`src/rtl/dbg_brk_pkg.sv`:
```
package dbg_brk_pkg;

  typedef enum logic [2:0] {
    RC_RUN       = 3'd0,
    RC_HALT_PEND = 3'd1,
    RC_HALTED    = 3'd2,
    RC_STEP      = 3'd3,
    RC_SKIP      = 3'd4
  } rc_state_e;

  typedef enum logic [2:0] {
    CMD_NOP  = 3'd0,
    CMD_HALT = 3'd1,
    CMD_RUN  = 3'd2,
    CMD_STEP = 3'd3,
    CMD_SKIP = 3'd4
  } host_cmd_e;

  localparam int SPACE_W = 2;

endpackage

```
`src/rtl/dbg_bp_unit.sv`:
```
module dbg_bp_unit #(
  parameter  int ADDR_W = 16,
  parameter  int DATA_W = 8,
  localparam int CFG_W  = ADDR_W + 2 * DATA_W + 5
) (
  input  logic              clk,
  input  logic              rst_n,
  input  logic              active,
  input  logic              cfg_we,
  input  logic [CFG_W-1:0]  cfg_wdata,
  input  logic              acc_valid,
  input  logic              acc_write,
  input  logic [1:0]        acc_space,
  input  logic [ADDR_W-1:0] acc_addr,
  input  logic [DATA_W-1:0] acc_data,
  output logic              hit
);

  // field positions inside the configuration word
  localparam int PAT_LO = DATA_W;
  localparam int ADR_LO = 2 * DATA_W;
  localparam int SPC_LO = ADR_LO + ADDR_W;
  localparam int WR_B   = SPC_LO + 2;
  localparam int RD_B   = WR_B + 1;
  localparam int EN_B   = RD_B + 1;

  logic [CFG_W-1:0] cfg_q;
  logic             dir_ok, addr_ok, space_ok, data_ok;

  always_ff @(posedge clk or negedge rst_n) begin
    if (!rst_n) begin
      cfg_q <= '0;
    end else if (cfg_we) begin
      cfg_q <= cfg_wdata;
    end
  end

  always_comb begin
    dir_ok   = acc_write ? cfg_q[WR_B] : cfg_q[RD_B];
    addr_ok  = (acc_addr == cfg_q[SPC_LO-1:ADR_LO]);
    space_ok = (acc_space == cfg_q[WR_B-1:SPC_LO]);
    data_ok  = ((acc_data ^ cfg_q[ADR_LO-1:PAT_LO]) & cfg_q[PAT_LO-1:0]) == '0;
    // comparator output is gated off entirely while the unit is inactive
    hit      = active & acc_valid & cfg_q[EN_B] & dir_ok & addr_ok & space_ok & data_ok;
  end

  // a hit is only ever reported for a live CPU access while active
  a_r1_hit_needs_access: assert property (@(posedge clk) disable iff (!rst_n)
    hit |-> (acc_valid && active));

endmodule

```
`src/rtl/dbg_run_ctl.sv`:
```
module dbg_run_ctl
  import dbg_brk_pkg::*;
(
  input  logic       clk,
  input  logic       rst_n,
  input  logic       dbg_en,
  input  logic       cmd_valid,
  input  logic [2:0] cmd_op,
  input  logic       bp_hit_any,
  input  logic       cpu_busy,
  input  logic       instr_done,
  input  logic       host_mem_req,
  output logic       exec_en,
  output logic       skip_req,
  output logic       halted,
  output logic       code_run,
  output logic       dbg_acc
);

  rc_state_e state_q, state_d;
  host_cmd_e op;
  logic      dacc_d, dacc_q;
  logic      boundary;

  assign op       = host_cmd_e'(cmd_op);
  assign boundary = instr_done | ~cpu_busy;

  always_comb begin
    state_d = state_q;
    if (!dbg_en) begin
      state_d = RC_RUN;
    end else begin
      case (state_q)
        RC_RUN:       if (bp_hit_any || (cmd_valid && op == CMD_HALT)) state_d = RC_HALT_PEND;
        RC_HALT_PEND: if (boundary) state_d = RC_HALTED;
        RC_HALTED: begin
          if (cmd_valid) begin
            case (op)
              CMD_RUN:  state_d = RC_RUN;
              CMD_STEP: state_d = RC_STEP;
              CMD_SKIP: state_d = RC_SKIP;
              default:  state_d = RC_HALTED;
            endcase
          end
        end
        RC_STEP:      if (instr_done) state_d = RC_HALTED;
        RC_SKIP:      state_d = RC_HALTED;
        default:      state_d = RC_HALTED;
      endcase
    end
    dacc_d = dbg_en & host_mem_req & (state_q == RC_HALTED);
  end

  always_ff @(posedge clk or negedge rst_n) begin
    if (!rst_n) begin
      state_q <= RC_RUN;
      dacc_q  <= 1'b0;
    end else begin
      state_q <= state_d;
      dacc_q  <= dacc_d;
    end
  end

  assign exec_en  = (state_q == RC_RUN) || (state_q == RC_STEP);
  assign skip_req = (state_q == RC_SKIP);
  assign halted   = (state_q == RC_HALTED);
  assign code_run = !((state_q == RC_HALTED) || (state_q == RC_SKIP));
  assign dbg_acc  = dacc_q;

  // a hit while running withdraws execute permission on the next cycle
  a_r4_hold_after_hit: assert property (@(posedge clk) disable iff (!rst_n)
    (dbg_en && state_q == RC_RUN && bp_hit_any) |=> !exec_en);

  // halted is never reported while an instruction is still in flight
  a_r4_pend_waits: assert property (@(posedge clk) disable iff (!rst_n)
    (dbg_en && state_q == RC_HALT_PEND && cpu_busy && !instr_done) |=> !halted);

  // a step returns to halted right after its completing instruction
  a_r6_step_returns: assert property (@(posedge clk) disable iff (!rst_n)
    (dbg_en && state_q == RC_STEP && instr_done) |=> halted);

  // a skip request lasts a single cycle and lands in halted
  a_r7_skip_single: assert property (@(posedge clk) disable iff (!rst_n)
    (skip_req && dbg_en) |=> (halted && !skip_req));

endmodule

```
`src/rtl/dbg_brk_ctl.sv`:
```
module dbg_brk_ctl
  import dbg_brk_pkg::*;
#(
  parameter  int NUM_BP = 4,
  parameter  int ADDR_W = 16,
  parameter  int DATA_W = 8,
  localparam int IDX_W  = (NUM_BP > 1) ? $clog2(NUM_BP) : 1,
  localparam int CFG_W  = ADDR_W + 2 * DATA_W + 5
) (
  input  logic              clk,
  input  logic              rst_n,
  input  logic              dbg_en,
  input  logic              cmd_valid,
  input  logic [2:0]        cmd_op,
  input  logic              cfg_we,
  input  logic [IDX_W-1:0]  cfg_idx,
  input  logic [CFG_W-1:0]  cfg_wdata,
  input  logic              flag_clr_we,
  input  logic [NUM_BP-1:0] flag_clr,
  output logic [NUM_BP-1:0] hit_flags,
  input  logic              host_mem_req,
  input  logic              acc_valid,
  input  logic              acc_write,
  input  logic [1:0]        acc_space,
  input  logic [ADDR_W-1:0] acc_addr,
  input  logic [DATA_W-1:0] acc_data,
  input  logic              cpu_busy,
  input  logic              instr_done,
  output logic              exec_en,
  output logic              skip_req,
  output logic              halted,
  output logic              code_run,
  output logic              dbg_acc
);

  logic [NUM_BP-1:0] hit_vec;
  logic [NUM_BP-1:0] flags_q, flags_d;
  logic              flags_ce;

  for (genvar g = 0; g < NUM_BP; g++) begin : g_bp
    dbg_bp_unit #(
      .ADDR_W (ADDR_W),
      .DATA_W (DATA_W)
    ) u_bp (
      .clk       (clk),
      .rst_n     (rst_n),
      .active    (dbg_en),
      .cfg_we    (cfg_we && (cfg_idx == IDX_W'(g))),
      .cfg_wdata (cfg_wdata),
      .acc_valid (acc_valid),
      .acc_write (acc_write),
      .acc_space (acc_space),
      .acc_addr  (acc_addr),
      .acc_data  (acc_data),
      .hit       (hit_vec[g])
    );

    // a comparator hit always leaves its sticky flag set
    a_r3_flag_set: assert property (@(posedge clk) disable iff (!rst_n)
      hit_vec[g] |=> hit_flags[g]);

    // an uncontested write-one-to-clear empties the flag
    a_r3_flag_clear: assert property (@(posedge clk) disable iff (!rst_n)
      (dbg_en && flag_clr_we && flag_clr[g] && !hit_vec[g]) |=> !hit_flags[g]);
  end

  // flag register only clocks when something can change it
  always_comb begin
    flags_ce = !dbg_en || flag_clr_we || (|hit_vec);
    if (!dbg_en) begin
      flags_d = '0;
    end else begin
      flags_d = (flags_q & ~(flag_clr_we ? flag_clr : '0)) | hit_vec;
    end
  end

  always_ff @(posedge clk or negedge rst_n) begin
    if (!rst_n) begin
      flags_q <= '0;
    end else if (flags_ce) begin
      flags_q <= flags_d;
    end
  end

  assign hit_flags = flags_q;

  dbg_run_ctl u_run (
    .clk          (clk),
    .rst_n        (rst_n),
    .dbg_en       (dbg_en),
    .cmd_valid    (cmd_valid),
    .cmd_op       (cmd_op),
    .bp_hit_any   (|hit_vec),
    .cpu_busy     (cpu_busy),
    .instr_done   (instr_done),
    .host_mem_req (host_mem_req),
    .exec_en      (exec_en),
    .skip_req     (skip_req),
    .halted       (halted),
    .code_run     (code_run),
    .dbg_acc      (dbg_acc)
  );

  // a disabled unit is running with clear flags on the next cycle
  a_r10_off_quiet: assert property (@(posedge clk) disable iff (!rst_n)
    !dbg_en |=> (!halted && hit_flags == '0));

endmodule

```
`config.mk`:
```
export PLATFORM = sky130hd
export DESIGN_NAME = dbg_brk_ctl
export DESIGN_NICKNAME = d
export VERILOG_FILES = /design/src/rtl/dbg_brk_pkg.sv /design/src/rtl/dbg_bp_unit.sv /design/src/rtl/dbg_run_ctl.sv /design/src/rtl/dbg_brk_ctl.sv
export SDC_FILE = /design/constraint.sdc
export NUM_CORES = 1
export LEC_CHECK = 0
export BUFFER_PORTS_ARGS = -buffer_cell sky130_fd_sc_hd__buf_2
export CORE_UTILIZATION = 55
export CTS_BUF_LIST = sky130_fd_sc_hd__clkbuf_16
export CTS_CLUSTER_DIAMETER = 50
export DETAILED_ROUTE_END_ITERATION = 8
export MAX_ROUTING_LAYER = met4
export PLACE_DENSITY = 0.78
export SKIP_LAST_GASP = 1
export SLEW_MARGIN = 10
export SYNTH_ARGS = -nofsm -noshare
export SYNTH_HDL_FRONTEND = slang
export SYNTH_SLANG_ARGS = --single-unit
```
`constraint.sdc`:
```
create_clock -name clk -period 1.8 [get_ports clk]
set_input_delay 0.09 -clock clk [delete_from_list [all_inputs] [get_ports clk]]
set_output_delay 0.09 -clock clk [all_outputs]
set_load 0.05 [all_outputs]
```
==> results of run 1 <==
[registers in the layout (all words and copies together), names as in the netlist]
register,cells
u_run.state_q,3
g_bp.u_bp.cfg_q,148
hit_flags,4
u_run.dbg_acc,1
[final cells by class]
type / count / area (um2)
Fill cell: 846 / 3490
Clock inverter: 15 / 174
Tap cell: 172 / 215
Sequential cell: 156 / 3900
Timing Repair Buffer: 150 / 1100
Multi-Input combinational cell: 359 / 3420
Clock buffer: 17 / 425
[metal layers]
layer	wire length [um]	track usage, %
met5	0	-
met4	323	9.15
met3	681	6.02
met2	8690	46.9
met1	7240	33.3
[synth_stat cells]
cell,count
nor2b_1,7
a22oi_1,16
nand2_1,15
buf_4,1
nor2_1,5
mux2i_1,4
nor3_1,6
a31oi_1,1
o211a_1,1
nor4_2,1
o21ai_0,2
clkbuf_1,6
mux2_2,148
xnor2_1,1
a21boi_0,1
nor4_1,23
nand2b_1,3
xor2_1,104
a21oi_1,3
nor3b_1,2
nand3b_1,2
nand3_1,10
dfrtp_1,156
nand4_1,1
buf_2,9
or4_1,1
and3_1,1
a21boi_1,1
[report_power, final]
group	switching [uW]	total [uW]	internal (uW)
combinational	914	1910	1000
clock	1450	3630	2180
sequential	410	4560	4150
[cells by family (layout without fill, tap and decap cells)]
logic type,after synthesis,after routing,share of synthesized area (%)
AO/OA/AOI/OAI,25,25,2.45
XOR/XNOR,105,105,12.8
buffers and inverters,16,182,1.04
flip-flops,156,156,54.2
multiplexers,152,152,23.7
AND/OR/NAND/NOR,77,77,5.89
[final timing paths]
check | slack (ns) | from | to | depth (start not counted)
max | -0.02 | g_bp[3].u_bp.cfg_q[24]$_DFFE_PN0P_ | u_run.state_q[0]$_DFFE_PN0P_ | 5
min | 0.02 | flag_clr[2] | hit_flags[2]$_DFFE_PN0P_ | 4
max reg2reg | -0.02 | g_bp[3].u_bp.cfg_q[24]$_DFFE_PN0P_ | u_run.state_q[0]$_DFFE_PN0P_ | 5
min reg2reg | 0.51 | g_bp[1].u_bp.cfg_q[35]$_DFFE_PN0P_ | g_bp[1].u_bp.cfg_q[35]$_DFFE_PN0P_ | 1
max in group asynchronous | 1.00 | rst_n | g_bp[3].u_bp.cfg_q[36]$_DFFE_PN0P_ | 3
min in group asynchronous | 0.18 | rst_n | g_bp[2].u_bp.cfg_q[26]$_DFFE_PN0P_ | 2
[what timing repair did]
action | in CTS | in global routing
hold buffers | 43 | 0
hold endpoints to repair | 197 | 0
setup buffers | 0 | 1
resized for setup | 11 | 17
pin swaps | 7 | 12
endpoints found under the setup margin | 4 | 8
cloned | 0 | 0
[metrics by stage]
step                      cell area (um2)  setup slack (ns)
final                                9230           -0.0171
after global routing                 9230            -0.122
after CTS                            9120           -0.0275
after detailed placement             8030            -0.150
after global placement               8030           -0.0783
after floorplan                      7210            0.0242
[cells in the final DEF (no fill, tap or decap), drive strengths merged, types with 10 or more instances in the layout]
master       count
a22oi           16
nor4            24
xor2           104
mux2           148
nand2           15
nand3           10
dfrtp          156
dlygate4sd3     43
clkbuf          17
buf            107
[critical path, cell delays in order, from the launching register on]
cell	delay [ns]
dfrtp_1	0.39
xor2_1	0.16
nor4_2	0.32
nand3_1	0.13
or4_4	0.56
a31oi_1	0.17
==> metrics.md, run 1 <==
| Metric | Value |
|---|---|
| Startpoint Class | `register` |
| Final Skew | `0.00498 ns` |
| Mapped Cells | `531` |
| CTS tree | `done` |
| Initial core utilization | `56.6%` |
| Number of global-route vias before repair | `5123` |
| Die H | `116 um` |
| All-Layer GR Usage | `27.8%` |
| Achievable clock frequency | `0.550 GHz` |
| Peak supply drop | `0.921 mV` |
| Post-synthesis sequential area ratio | `54.2%` |
| Setup TNS Final | `-0.0171 ns` |
| Endpoints failing hold | `0` |
| I/O Buffers | `91` |
| Setup slack after layout | `-0.0171 ns` |
| Synth Net Count | `614` |
| First drt pass iteration count | `4` |
| Synthesized area per cell | `13.6 um2` |
| Grt ovf | `0` |
| Status | `complete, but fails checks` |
| Post-DP HPWL | `11.2 mm` |
| Final wirelength | `16.9 mm` |
| Post-synth top area cell | `dfrtp_1` |
| Mapped Area | `7210 um2` |
| Top-level port count | `92` |
| DIE AREA | `13600 um2` |
| Layout Utilization | `72.6%` |
| Drt drc | `0` |
| Share of cells above drive strength 1 | `45.3%` |
| Kind of critical path | `register to register` |
| Slew Limit Fails | `0` |
| Die W | `116 um` |
| Vias per cell | `5.45` |
| Post-Place Cells | `793` |
| Post-layout min period | `1.82 ns` |
| H-tree levels | `4` |
| Final period util | `101%` |
| Area growth syn-to-layout | `28.1%` |
| Initial antenna violation count | `0` |
| Clk sinks | `156` |
| Largest net degree at the start of global routing | `51` |
| Worst-Skew Late Latency | `0.42 ns` |
| Count of cell types in the netlist | `28` |
| Min-Delay Path Class | `input port to register` |
| LEAKAGE | `0.00411 uW` |
| Drt wl/cell | `19.5 um` |
| Max-cap violations | `0` |
| Top cell type's share of synthesized area | `54.2%` |
| Crit Path Max Fanout | `2` |
| Final setup violating endpoints | `1` |
| Ys Warns | `0` |
| CTS Buf Count | `17` |
| N_diodes | `0` |
| Failing checks | `setup timing` |
| Via Count | `4739` |
| RD Place Congestion | `0.851` |
| Rows | `41` |
| Least-Margin Pin Slew | `0.537 ns` |
| Antenna violation net count after detailed routing | `0` |
| First-pass GRT wire length | `26.4 mm` |
| Critical Path RT | `2.14 ns` |
| Area contributors post-synth | `dfrtp_1 (54%), mux2_2 (23%), xor2_1 (13%)` |
| Worst-path clk slew | `0.06 ns` |
| RSZ-0062 raised after global routing | `yes` |
| Clk buf depth | `2` |
| Min Hold Slack | `0.0197 ns` |
| Core area | `12700 um2` |
| DRT iter0 DRCs | `206` |
| Power per cell area | `1090 nW/um2` |
| Non-Filler Instances | `869` |
| Overall Power | `10100 uW` |
| Rel. slew slack | `64.2%` |
| Critical Path End Type | `register` |
| Root Driver | `clkbuf_16` |
| Worst Path Arrival | `2.16 ns` |
| Synthesized flop and latch total | `156` |
| Fin nets | `767` |
(Power assumes the default switching activity.)
==> run 2: changes to the inputs <==
ABC_AREA = 1   (was default)
==> metrics.md, run 2 <==
| Metric | Value |
|---|---|
| First drt pass iteration count | `6` |
| FFs w/ async S/R, synth | `100%` |
| Synth Net Count | `1067` |
| N_diodes | `0` |
| Synthesized area per cell | `7.71 um2` |
| CP cell instances | `dlygate4sd3_1, buf_2, nand2_1, a21oi_1, nand3_1, nor2_1, nand3_1, nor2_1, nor2_1, nand3_2, nand2_1, nor2_2` |
| Worst-path clk slew | `0.06 ns` |
| I/O Buffers | `91` |
| Top cell type's share of synthesized area | `51.5%` |
| Die H | `119 um` |
| Grt ovf | `0` |
| Most frequent cells in the layout | `nand2_1 (329), dfrtp_1 (156), o21ai_0 (153), inv_1 (95), buf_2 (90)` |
| Rel. slew slack | `63.9%` |
| Hold Path Stages | `3` |
| Core area | `13300 um2` |
| RD Place Congestion | `0.865` |
| Drt drc | `0` |
| Ys Warns | `0` |
| Synthesized flop and latch total | `156` |
| Worst-Skew Late Latency | `0.42 ns` |
| Max-cap violations | `0` |
| Max FFs per register | `148` |
| RSZ-0062 raised after global routing | `yes` |
| Reg2Reg Depth | `9` |
| Crit Path Max Fanout | `5` |
| Antenna violation net count after detailed routing | `0` |
| Layout Utilization | `67.3%` |
| Overall Power | `9360 uW` |
| Initial core utilization | `56.8%` |
| Worst R2R End | `u_run.state_q[2]$_DFFE_PN0P_` |
| Top-level port count | `92` |
| Power per cell area | `1040 nW/um2` |
| Number of synthesized flops with an enable pin | `0` |
| Number of global-route vias before repair | `6207` |
| Post-DP HPWL | `12.7 mm` |
| Root Driver | `clkbuf_16` |
| Final setup violating endpoints | `0` |
| Final wirelength | `18.1 mm` |
| Status | `complete, but fails checks` |
| Vias per cell | `5.25` |
| DRT iter0 DRCs | `693` |
| Crit path buf inv count | `2` |
| Top cell by count, worst path | `nor2_1` |
| FF-to-FF setup slack | `0.21 ns` |
| Setup Slack @ Placement | `0.246 ns` |
| Rows | `42` |
| All-Layer GR Usage | `28.3%` |
| Most common cell after layout, fill and taps aside | `nand2_1` |
| Biggest register | `g_bp.u_bp.cfg_q` |
| Mapped Area | `7590 um2` |
| Area growth syn-to-layout | `18.4%` |
| Post-layout min period | `1.69 ns` |
| Clk buf depth | `2` |
| CTS tree | `done` |
| Post-synth top cells | `nand2_1 (331), dfrtp_1 (156), o21ai_0 (153)` |
| Cell with the most instances after synthesis | `nand2_1` |
| Peak supply drop | `0.695 mV` |
| CTS Buf Count | `17` |
| Achievable clock frequency | `0.593 GHz` |
| Top_reg_cell synth | `dfrtp_1` |
| Critical path's largest stage delay | `0.54 ns` |
| Die W | `119 um` |
| Startpoint Class | `input port` |
| Hold Path Origin | `cfg_wdata[28]` |
| Mapped Cells | `984` |
| Crit-path slowest cell | `dlygate4sd3_1` |
| Critical Path RT | `2.15 ns` |
| Worst Path Arrival | `2.04 ns` |
| Fin nets | `1174` |
| Hold EP | `g_bp[1].u_bp.cfg_q[28]$_DFFE_PN0P_` |
| Drt wl/cell | `14.2 um` |
| Failing checks | `hold timing` |
| R2R Path Start | `g_bp[2].u_bp.cfg_q[20]$_DFFE_PN0P_` |
| Post-CTS setup repair buffer count | `0` |
| Post-synthesis sequential area ratio | `51.5%` |
| Kind of critical path | `input port to register` |
| Share of cells above drive strength 1 | `12.9%` |
| DIE AREA | `14300 um2` |
| Count of cell types in the netlist | `28` |
| Final period util | `93.8%` |
| Post-Place Cells | `1222` |
| Min Hold Slack | `-0.00138 ns` |
| Area contributors post-synth | `dfrtp_1 (51%), nand2_1 (16%), o21ai_0 (10%)` |
| Setup TNS Final | `0 ns` |
| Clk sinks | `156` |
| First-pass GRT wire length | `30.4 mm` |
| Non-Filler Instances | `1277` |
| CP Depth | `12` |
| Post-synth top area cell | `dfrtp_1` |
| Via Count | `6702` |
| Slew Limit Fails | `0` |
| Critical Path End Type | `register` |
| Least-Margin Pin Slew | `0.541 ns` |
| LEAKAGE | `0.00462 uW` |
| Largest net degree at the start of global routing | `75` |
| Endpoints failing hold | `1` |
| Final Skew | `0.00554 ns` |
| Min-Delay Path Class | `input port to register` |
| Critical path's top delay family | `simple AND/OR/NAND/NOR gates` |
| H-tree levels | `4` |
| Initial antenna violation count | `0` |
| Setup slack after layout | `0.112 ns` |
## run 2: cell count changes in the layout (fill, tap and decap cells not counted), sizes merged, moves of 16 or more
| cell | delta |
|---|---|
| a22oi | -16 |
| dlygate4sd3 | -17 |
| inv | +104 |
| mux2 | -148 |
| nand2 | +316 |
| nand3 | +36 |
| nor2 | +68 |
| nor4 | -23 |
| o21ai | +154 |
| or2 | +28 |
| xnor2 | +29 |
| xor2 | -97 |
## run 2: worst reg2reg max path, cell delays in order, from the launching register on
cell	delay, ns
dfrtp_1	0.39
xnor2_1	0.22
nand2_1	0.08
nor3_1	0.17
nand3_1	0.17
nor2_1	0.18
nor2_1	0.07
nand3_2	0.09
nand2_1	0.07
nor2_2	0.08
## run 2: logic make-up (layout without fill, tap and decap cells)
| logic type | after synthesis | after routing | synth area share, % |
|---|---|---|---|
| buffers and inverters | 138 | 255 | 7.06 |
| AND/OR/NAND/NOR | 486 | 486 | 26.1 |
| flip-flops | 156 | 156 | 51.5 |
| AO/OA/AOI/OAI | 167 | 167 | 11.1 |
| XOR/XNOR | 37 | 37 | 4.27 |
## run 2: area by class of cell
cell class | count | area [um2]
repair buffers | 127 | 847
clock buffers | 17 | 425
multi-input cells | 690 | 3160
well taps | 176 | 220
inverters | 99 | 375
flip-flops and latches | 156 | 3900
fillers | 1125 | 4360
clock inverters | 12 | 48.8
## run 2: worst max path at each step
stage	startpoint	endpoint	slack (ns)
floorplan	u_run.state_q[1]$_DFFE_PN0P_	code_run	0.04
global placement	g_bp[2].u_bp.cfg_q[20]$_DFFE_PN0P_	u_run.state_q[2]$_DFFE_PN0P_	0.25
detailed placement	g_bp[2].u_bp.cfg_q[20]$_DFFE_PN0P_	u_run.state_q[2]$_DFFE_PN0P_	0.25
CTS	dbg_en	u_run.state_q[0]$_DFFE_PN0P_	0.12
global route	dbg_en	u_run.state_q[2]$_DFFE_PN0P_	-0.02
finish	dbg_en	u_run.state_q[2]$_DFFE_PN0P_	0.11
## run 2: stage by stage
stage	hold slack [ns]	cell area [um2]
after floorplan	-0.206	7590
after global placement	0.0844	8250
after detailed placement	0.0839	8250
after CTS	0.0000430	8980
after global routing	0.0147	8980
final	-0.00138	8980
## run 2: repair_timing
action                                  4_1_cts  5_1_grt
resized for setup                             0        1
endpoints found under the setup margin        0        1
hold buffers                                 26        0
hold endpoints to repair                     98        0
## run 2: routing by layer
metal | track usage (%) | up-vias | share of wire (%)
li1 | - | 3286 | -
met1 | 41.0 | 3136 | 46
met2 | 41.3 | 256 | 45
met3 | 4.55 | 24 | 7.4
met4 | 8.28 | 0 | 1.4
met5 | - | - | 0
## run 2: power breakdown
part	switching [uW]	total, uW	leakage [uW]	internal [uW]
clock network	1270	2940	0.000262	1680
logic	1190	1960	0.00240	766
registers	390	4460	0.00196	4070
total	2850	9360	0.00462	6510
